`config.mk`:
```
export PLATFORM = sky130hd
export DESIGN_NAME = win_write_seq
export DESIGN_NICKNAME = d
export VERILOG_FILES = /design/src/rtl/wps_pkg.sv /design/src/rtl/wps_fmt_lut.sv /design/src/rtl/wps_win_calc.sv /design/src/rtl/wps_dirty_rect.sv /design/src/rtl/win_write_seq.sv
export SDC_FILE = /design/constraint.sdc
export NUM_CORES = 1
export LEC_CHECK = 0
export BUFFER_PORTS_ARGS = -buffer_cell sky130_fd_sc_hd__buf_2
export CAP_MARGIN = 20
export CORE_MARGIN = 1
export CORE_UTILIZATION = 45
export DETAILED_ROUTE_END_ITERATION = 8
export PLACE_DENSITY = 0.64
export SLEW_MARGIN = 20
export SYNTH_ARGS = -nofsm -noshare
export SYNTH_HDL_FRONTEND = slang
export SYNTH_SLANG_ARGS = --single-unit
```
`constraint.sdc`:
```
create_clock -name clk -period 15.64 [get_ports clk]
set_clock_uncertainty 0.05 [all_clocks]
set_input_delay 2.346 -clock clk [delete_from_list [all_inputs] [get_ports clk]]
set_output_delay 2.346 -clock clk [all_outputs]
set_load 0.03 [all_outputs]
```
`src/rtl/wps_pkg.sv`:
```
package wps_pkg;
  // Bytes per pixel never exceed four, so three bits suffice.
  localparam int BPP_W = 3;
  typedef logic [BPP_W-1:0] bpp_t;
endpackage

```
`src/rtl/wps_fmt_lut.sv`:
```
module wps_fmt_lut
  import wps_pkg::*;
(
  input  logic [3:0] fmt,
  output bpp_t       bpp
);
  // Codes without a byte size report zero, which setup rejects.
  always_comb begin
    case (fmt)
      4'd1:          bpp = bpp_t'(2);
      4'd2, 4'd3:    bpp = bpp_t'(3);
      4'd5, 4'd6:    bpp = bpp_t'(4);
      default:       bpp = bpp_t'(0);
    endcase
  end
endmodule

```
`src/rtl/wps_win_calc.sv`:
```
module wps_win_calc
  import wps_pkg::*;
#(
  parameter int PANEL_W = 800,
  parameter int COORD_W = 10,
  parameter int ADDR_W  = 22,
  parameter int LEN_W   = 23
) (
  input  logic [2:0]          src,
  input  bpp_t                bpp,
  input  logic [COORD_W-1:0]  x0,
  input  logic [COORD_W-1:0]  y0,
  input  logic [COORD_W-1:0]  x1,
  input  logic [COORD_W-1:0]  y1,
  output logic                ok,
  output logic [LEN_W-1:0]    len,
  output logic [ADDR_W-1:0]   base,
  output logic [ADDR_W-1:0]   pitch,
  output logic [COORD_W+2:0]  row_bytes
);
  logic [COORD_W:0] w, h;

  always_comb begin
    ok        = (src <= 3'd3) && (bpp != '0) && (x1 >= x0) && (y1 >= y0);
    w         = {1'b0, x1} - {1'b0, x0} + 1'b1;
    h         = {1'b0, y1} - {1'b0, y0} + 1'b1;
    len       = LEN_W'(bpp) * LEN_W'(w) * LEN_W'(h);
    base      = (ADDR_W'(y0) * ADDR_W'(PANEL_W) + ADDR_W'(x0)) * ADDR_W'(bpp);
    pitch     = ADDR_W'(PANEL_W) * ADDR_W'(bpp);
    row_bytes = (COORD_W+3)'(bpp) * (COORD_W+3)'(w);
  end
endmodule

```
`src/rtl/wps_dirty_rect.sv`:
```
module wps_dirty_rect #(
  parameter int COORD_W = 10
) (
  input  logic               clk,
  input  logic               rst_n,
  input  logic               commit,
  input  logic               clear,
  input  logic [COORD_W:0]   wx0,
  input  logic [COORD_W:0]   wy0,
  input  logic [COORD_W:0]   wxe,
  input  logic [COORD_W:0]   wye,
  output logic [COORD_W:0]   rx0,
  output logic [COORD_W:0]   ry0,
  output logic [COORD_W:0]   rx1,
  output logic [COORD_W:0]   ry1
);
  localparam logic [COORD_W:0] EMPTY_MIN = '1;
  localparam logic [COORD_W:0] EMPTY_MAX = '0;

  logic [COORD_W:0] bx0, by0, bx1, by1;

  // On a clear the merge starts from the empty rectangle.
  always_comb begin
    bx0 = clear ? EMPTY_MIN : rx0;
    by0 = clear ? EMPTY_MIN : ry0;
    bx1 = clear ? EMPTY_MAX : rx1;
    by1 = clear ? EMPTY_MAX : ry1;
  end

  always_ff @(posedge clk) begin
    if (!rst_n) begin
      rx0 <= EMPTY_MIN;
      ry0 <= EMPTY_MIN;
      rx1 <= EMPTY_MAX;
      ry1 <= EMPTY_MAX;
    end else if (commit) begin
      rx0 <= (wx0 < bx0) ? wx0 : bx0;
      ry0 <= (wy0 < by0) ? wy0 : by0;
      rx1 <= (wxe > bx1) ? wxe : bx1;
      ry1 <= (wye > by1) ? wye : by1;
    end else if (clear) begin
      rx0 <= EMPTY_MIN;
      ry0 <= EMPTY_MIN;
      rx1 <= EMPTY_MAX;
      ry1 <= EMPTY_MAX;
    end
  end
endmodule

```
`src/rtl/win_write_seq.sv`:
```
module win_write_seq
  import wps_pkg::*;
#(
  parameter int PANEL_W = 800,
  parameter int COORD_W = 10,
  parameter int ADDR_W  = $clog2(PANEL_W * (1 << COORD_W) * 4),
  parameter int LEN_W   = $clog2(4 * (1 << COORD_W) * (1 << COORD_W) + 1)
) (
  input  logic                clk,
  input  logic                rst_n,
  input  logic                setup_req,
  input  logic [2:0]          cfg_src,
  input  logic [3:0]          cfg_fmt,
  input  logic [COORD_W-1:0]  cfg_x0,
  input  logic [COORD_W-1:0]  cfg_y0,
  input  logic [COORD_W-1:0]  cfg_x1,
  input  logic [COORD_W-1:0]  cfg_y1,
  input  logic                in_valid,
  output logic                in_ready,
  input  logic [7:0]          in_data,
  output logic                fb_we,
  output logic [ADDR_W-1:0]   fb_addr,
  output logic [7:0]          fb_data,
  output logic                done,
  output logic                err,
  input  logic                dirty_rd,
  output logic [COORD_W:0]    dirty_x0,
  output logic [COORD_W:0]    dirty_y0,
  output logic [COORD_W:0]    dirty_x1,
  output logic [COORD_W:0]    dirty_y1
);
  localparam int RB_W = COORD_W + 3;

  bpp_t              cfg_bpp;
  logic              calc_ok;
  logic [LEN_W-1:0]  calc_len;
  logic [ADDR_W-1:0] calc_base, calc_pitch;
  logic [RB_W-1:0]   calc_rb;

  wps_fmt_lut u_lut (.fmt(cfg_fmt), .bpp(cfg_bpp));

  wps_win_calc #(
    .PANEL_W(PANEL_W), .COORD_W(COORD_W), .ADDR_W(ADDR_W), .LEN_W(LEN_W)
  ) u_calc (
    .src(cfg_src), .bpp(cfg_bpp),
    .x0(cfg_x0), .y0(cfg_y0), .x1(cfg_x1), .y1(cfg_y1),
    .ok(calc_ok), .len(calc_len), .base(calc_base),
    .pitch(calc_pitch), .row_bytes(calc_rb)
  );

  // State of the open window.
  logic [LEN_W-1:0]   rem;
  logic [ADDR_W-1:0]  cur, row_base, pitch_r;
  logic [RB_W-1:0]    col_left, rb_r;
  logic [COORD_W:0]   wx0_r, wy0_r, wxe_r, wye_r;

  logic accept, need_setup, imp_load, take, err_n, last;
  logic [LEN_W-1:0]   e_rem;
  logic [ADDR_W-1:0]  e_cur, e_row, e_pitch;
  logic [RB_W-1:0]    e_col, e_rb;
  logic [COORD_W:0]   e_x0, e_y0, e_xe, e_ye;

  assign in_ready = !setup_req;

  always_comb begin
    accept     = in_valid && in_ready;
    need_setup = accept && (rem == '0);
    imp_load   = need_setup && calc_ok;
    take       = accept && ((rem != '0) || calc_ok);
    err_n      = (setup_req || need_setup) && !calc_ok;
    // An implicit setup feeds the same cycle's byte from fresh values.
    e_rem   = imp_load ? calc_len   : rem;
    e_cur   = imp_load ? calc_base  : cur;
    e_row   = imp_load ? calc_base  : row_base;
    e_pitch = imp_load ? calc_pitch : pitch_r;
    e_col   = imp_load ? calc_rb    : col_left;
    e_rb    = imp_load ? calc_rb    : rb_r;
    e_x0    = imp_load ? {1'b0, cfg_x0} : wx0_r;
    e_y0    = imp_load ? {1'b0, cfg_y0} : wy0_r;
    e_xe    = imp_load ? ({1'b0, cfg_x1} + 1'b1) : wxe_r;
    e_ye    = imp_load ? ({1'b0, cfg_y1} + 1'b1) : wye_r;
    last    = take && (e_rem == LEN_W'(1));
  end

  always_ff @(posedge clk) begin
    if (!rst_n) begin
      fb_we    <= 1'b0;
      done     <= 1'b0;
      err      <= 1'b0;
      fb_addr  <= '0;
      fb_data  <= '0;
      rem      <= '0;
      cur      <= '0;
      row_base <= '0;
      pitch_r  <= '0;
      col_left <= '0;
      rb_r     <= '0;
      wx0_r    <= '0;
      wy0_r    <= '0;
      wxe_r    <= '0;
      wye_r    <= '0;
    end else begin
      fb_we <= take;
      done  <= last;
      err   <= err_n;
      if (setup_req && calc_ok) begin
        rem      <= calc_len;
        cur      <= calc_base;
        row_base <= calc_base;
        pitch_r  <= calc_pitch;
        col_left <= calc_rb;
        rb_r     <= calc_rb;
        wx0_r    <= {1'b0, cfg_x0};
        wy0_r    <= {1'b0, cfg_y0};
        wxe_r    <= {1'b0, cfg_x1} + 1'b1;
        wye_r    <= {1'b0, cfg_y1} + 1'b1;
      end else if (take) begin
        fb_addr <= e_cur;
        fb_data <= in_data;
        rem     <= e_rem - 1'b1;
        pitch_r <= e_pitch;
        rb_r    <= e_rb;
        wx0_r   <= e_x0;
        wy0_r   <= e_y0;
        wxe_r   <= e_xe;
        wye_r   <= e_ye;
        if (e_col == RB_W'(1)) begin
          cur      <= e_row + e_pitch;
          row_base <= e_row + e_pitch;
          col_left <= e_rb;
        end else begin
          cur      <= e_cur + 1'b1;
          row_base <= e_row;
          col_left <= e_col - 1'b1;
        end
      end
    end
  end

  wps_dirty_rect #(.COORD_W(COORD_W)) u_dirty (
    .clk(clk), .rst_n(rst_n), .commit(last), .clear(dirty_rd),
    .wx0(e_x0), .wy0(e_y0), .wxe(e_xe), .wye(e_ye),
    .rx0(dirty_x0), .ry0(dirty_y0), .rx1(dirty_x1), .ry1(dirty_y1)
  );
endmodule

```
==> results.json <==
{
  "status": "complete, no violations",
  "grt_max_degree": 154,
  "num_antenna_cells": 0,
  "syn_area_per_cell_um2": 7.65,
  "critical_path_arrival_ns": 13.62,
  "r2r_cells": 19,
  "critPathTopFamily": "adder cells",
  "pin_count": 138,
  "cts_hold_buf": 0,
  "ir_worst_vdd_mv": 0.165,
  "fmax_mhz": 75.9,
  "clock_latency_ns": 0.59,
  "overflow": 0,
  "crit_path_end_kind": "flop",
  "ys_ff_latch": 236,
  "min_period_ns": 13.17,
  "drc_errors": 0,
  "cts.repair.resized": 0,
  "h-tree-depth": 1,
  "synth.distinct_cells": 94,
  "via_per_inst": 5.73,
  "drive_gt1_frac": 0.0805,
  "netlist_area_um2": 25200,
  "postRouteAntennaNets": 0,
  "cts_buffers": 29,
  "setup_viol": 0,
  "power_density_nw_per_um2": 141,
  "min_period_over_period": 0.842,
  "path_class": "in -> reg",
  "fp.dieH_um": 239,
  "wirelength_um": 76300,
  "clockBufferDepth": 3,
  "final_common_cell": "nand2_1",
  "postLayoutCellArea_um2": 27500,
  "num_vias": 23488,
  "hold_class": "reg -> reg",
  "path_max_fanout": 17,
  "first_pass_iters": 5,
  "yosys_warnings": 0,
  "ys.flop_type": "dfxtp_1",
  "rrSetupSlack_ns": 9.18,
  "cap_violations": 0,
  "min_from": "wx0_r[0]",
  "r2r-start": "rem[8]",
  "num_rows": 86,
  "max_stage_delay_ns": 0.85,
  "critPathBufInv": 9,
  "clock_sinks": 236,
  "synth_edf_count": 0,
  "cts-root-buf": "clkbuf_16",
  "cts_setup_buffers": 0,
  "core_area_um2": 55200,
  "critPathSlowestCell": "and4b_1",
  "crit_path_frequent_cell": "inv_1",
  "final_cell_mix": "nand2_1 (427), nor2_1 (299), inv_1 (280)",
  "hold_violations": 0,
  "worstPathRequired_ns": 16.09,
  "initial_core_util": 0.456,
  "ys_seq_area_frac": 0.188,
  "place.gp.congestion": 0.897,
  "cts_tree": "done",
  "antenna_found_initial": 1,
  "grt_pass1_wl_um": 121000,
  "start_kind": "input port",
  "rsz0062_at_grt": "no",
  "synthCells": 3293,
  "worstHoldPathCells": 2,
  "routedWlPerCell_um": 18.6,
  "timing.slew.headroom": 0.251,
  "tightest_slew_ns": 1.12,
  "grt.total_usage": 0.265,
  "place_area_um2": 26500,
  "synth_fp_nets": 3749,
  "power_leakage_nw": 12.2,
  "whs_endpoint": "wx0_r[0]",
  "rr_endpoint": "row_base[21]",
  "drt-initial-drc-count": 1647,
  "final_max_slew_viol_count": 0,
  "syn_to_final_growth_pct": 9.18,
  "cts.clk_slew.worst_paths_ns": 0.06,
  "hpwl_um": 56200,
  "grt_pass1_vias": 22032,
  "portBuffers": 135,
  "die-width_um": 239,
  "tns_ns": 0,
  "final_nets": 3788,
  "async_flop_share": 0,
  "die_area_um2": 56900
}
cells by family after synthesis:
group                      count (synthesis)  share of synthesized area
and+or+nand+nor                         1219                      0.228
AOI/OAI and AO/OA                        832                      0.216
buffers and inverters                    449                     0.0683
adders and majority gates                396                      0.242
DFF                                      236                      0.188
xor gates and xnor gates                 145                     0.0510
muxes                                     16                    0.00651
sequential cells by signal (all words and copies together), names as in the netlist, 13 cells and up:
name,count
rem,23
rb_r,13
pitch_r,22
fb_addr,22
row_base,22
cur,22
col_left,13
stage by stage:
step	worst slack, ns	util	hold slack (ns)	instances	total power (W)
detailed placement	2.05	0.481	0.392	4049	0.00314
global route	1.62	0.498	0.412	4101	0.00423
finish	2.47	0.498	0.398	4101	0.00387
floorplan	3.41	-	0.377	3293	0.00255
CTS	2.61	0.498	0.400	4101	0.00387
global placement	2.17	0.481	0.387	4049	0.00312
cells in the mapped netlist (6+ instances only):
library cell | instances | area (µm²)
o22ai_1 | 10 | 62.6
and3_1 | 43 | 269
a21o_1 | 43 | 323
nor2_1 | 303 | 1140
nand3b_1 | 9 | 67.6
o21ai_1 | 45 | 225
a211o_1 | 15 | 131
mux2i_1 | 13 | 130
or2_2 | 12 | 75.1
a211oi_1 | 68 | 510
o2bb2ai_1 | 6 | 52.6
a22o_1 | 7 | 61.3
o311a_1 | 9 | 90.1
nand2_1 | 430 | 1610
a31oi_1 | 25 | 156
inv_1 | 281 | 1050
and2_1 | 64 | 400
o2111ai_1 | 11 | 96.3
o221ai_1 | 12 | 105
xnor2_1 | 81 | 709
nand2b_1 | 52 | 325
a22oi_1 | 21 | 158
buf_1 | 24 | 90.1
o21ai_0 | 132 | 661
a21oi_1 | 221 | 1110
or3_1 | 28 | 175
a221oi_1 | 16 | 140
nor2b_1 | 40 | 250
nand4_1 | 20 | 125
o211ai_1 | 17 | 128
nor4_1 | 19 | 119
nor3_1 | 81 | 405
o31ai_1 | 16 | 120
o21a_1 | 56 | 420
a2111oi_0 | 10 | 87.6
ha_1 | 243 | 3040
o21bai_1 | 32 | 240
nor3b_1 | 14 | 105
nand3_1 | 69 | 345
fa_1 | 153 | 3060
dfxtp_1 | 236 | 4720
xor2_1 | 63 | 552
clkbuf_1 | 128 | 480
buf_2 | 12 | 60.1
worst reg2reg max path, delay by kind of cell, from the launching register on:
kind | cells | cell delay [ns]
AO/OA/AOI/OAI | 7 | 2.30
AND/OR/NAND/NOR | 8 | 2.26
buffers and inverters | 1 | 0.64
adder cells (fa/ha/maj) | 1 | 0.38
flip-flops | 1 | 0.36
XOR/XNOR | 2 | 0.33
worst max-delay path by stage:
stage	startpoint	cells after the start	to
after floorplan	cfg_x0[1]	45	u_dirty.rx1[9]
after global placement	cfg_x0[1]	43	u_dirty.rx1[7]
after detailed placement	cfg_x0[1]	43	u_dirty.rx1[7]
after CTS	cfg_x0[1]	43	u_dirty.rx1[7]
after global routing	cfg_x0[1]	43	u_dirty.rx1[5]
final	cfg_x0[1]	43	u_dirty.rx1[7]
report_power, final:
part	switching (W)	leakage, nW	internal (W)
logic	0.00156	9.81	0.000918
registers	0.0000415	1.91	0.000645
clock network	0.000291	0.457	0.000416
per-layer routing:
layer  up-vias  wire [µm]  track usage
li1      11487          -            -
met1     11212      35200        0.363
met2       674      34400        0.434
met3       115       4500       0.0346
met4         0       2300       0.0794
met5         -          0            0
area by class of cell:
class | count | area [µm²]
fillers | 5530 | 27700
multi-input cells | 2608 | 18800
flip-flops and latches | 236 | 4720
inverters | 282 | 1060
repair buffers | 175 | 988
well taps | 748 | 936
clock buffers | 38 | 779
clock inverters | 14 | 186
Power figures use the tool's default switching activity.
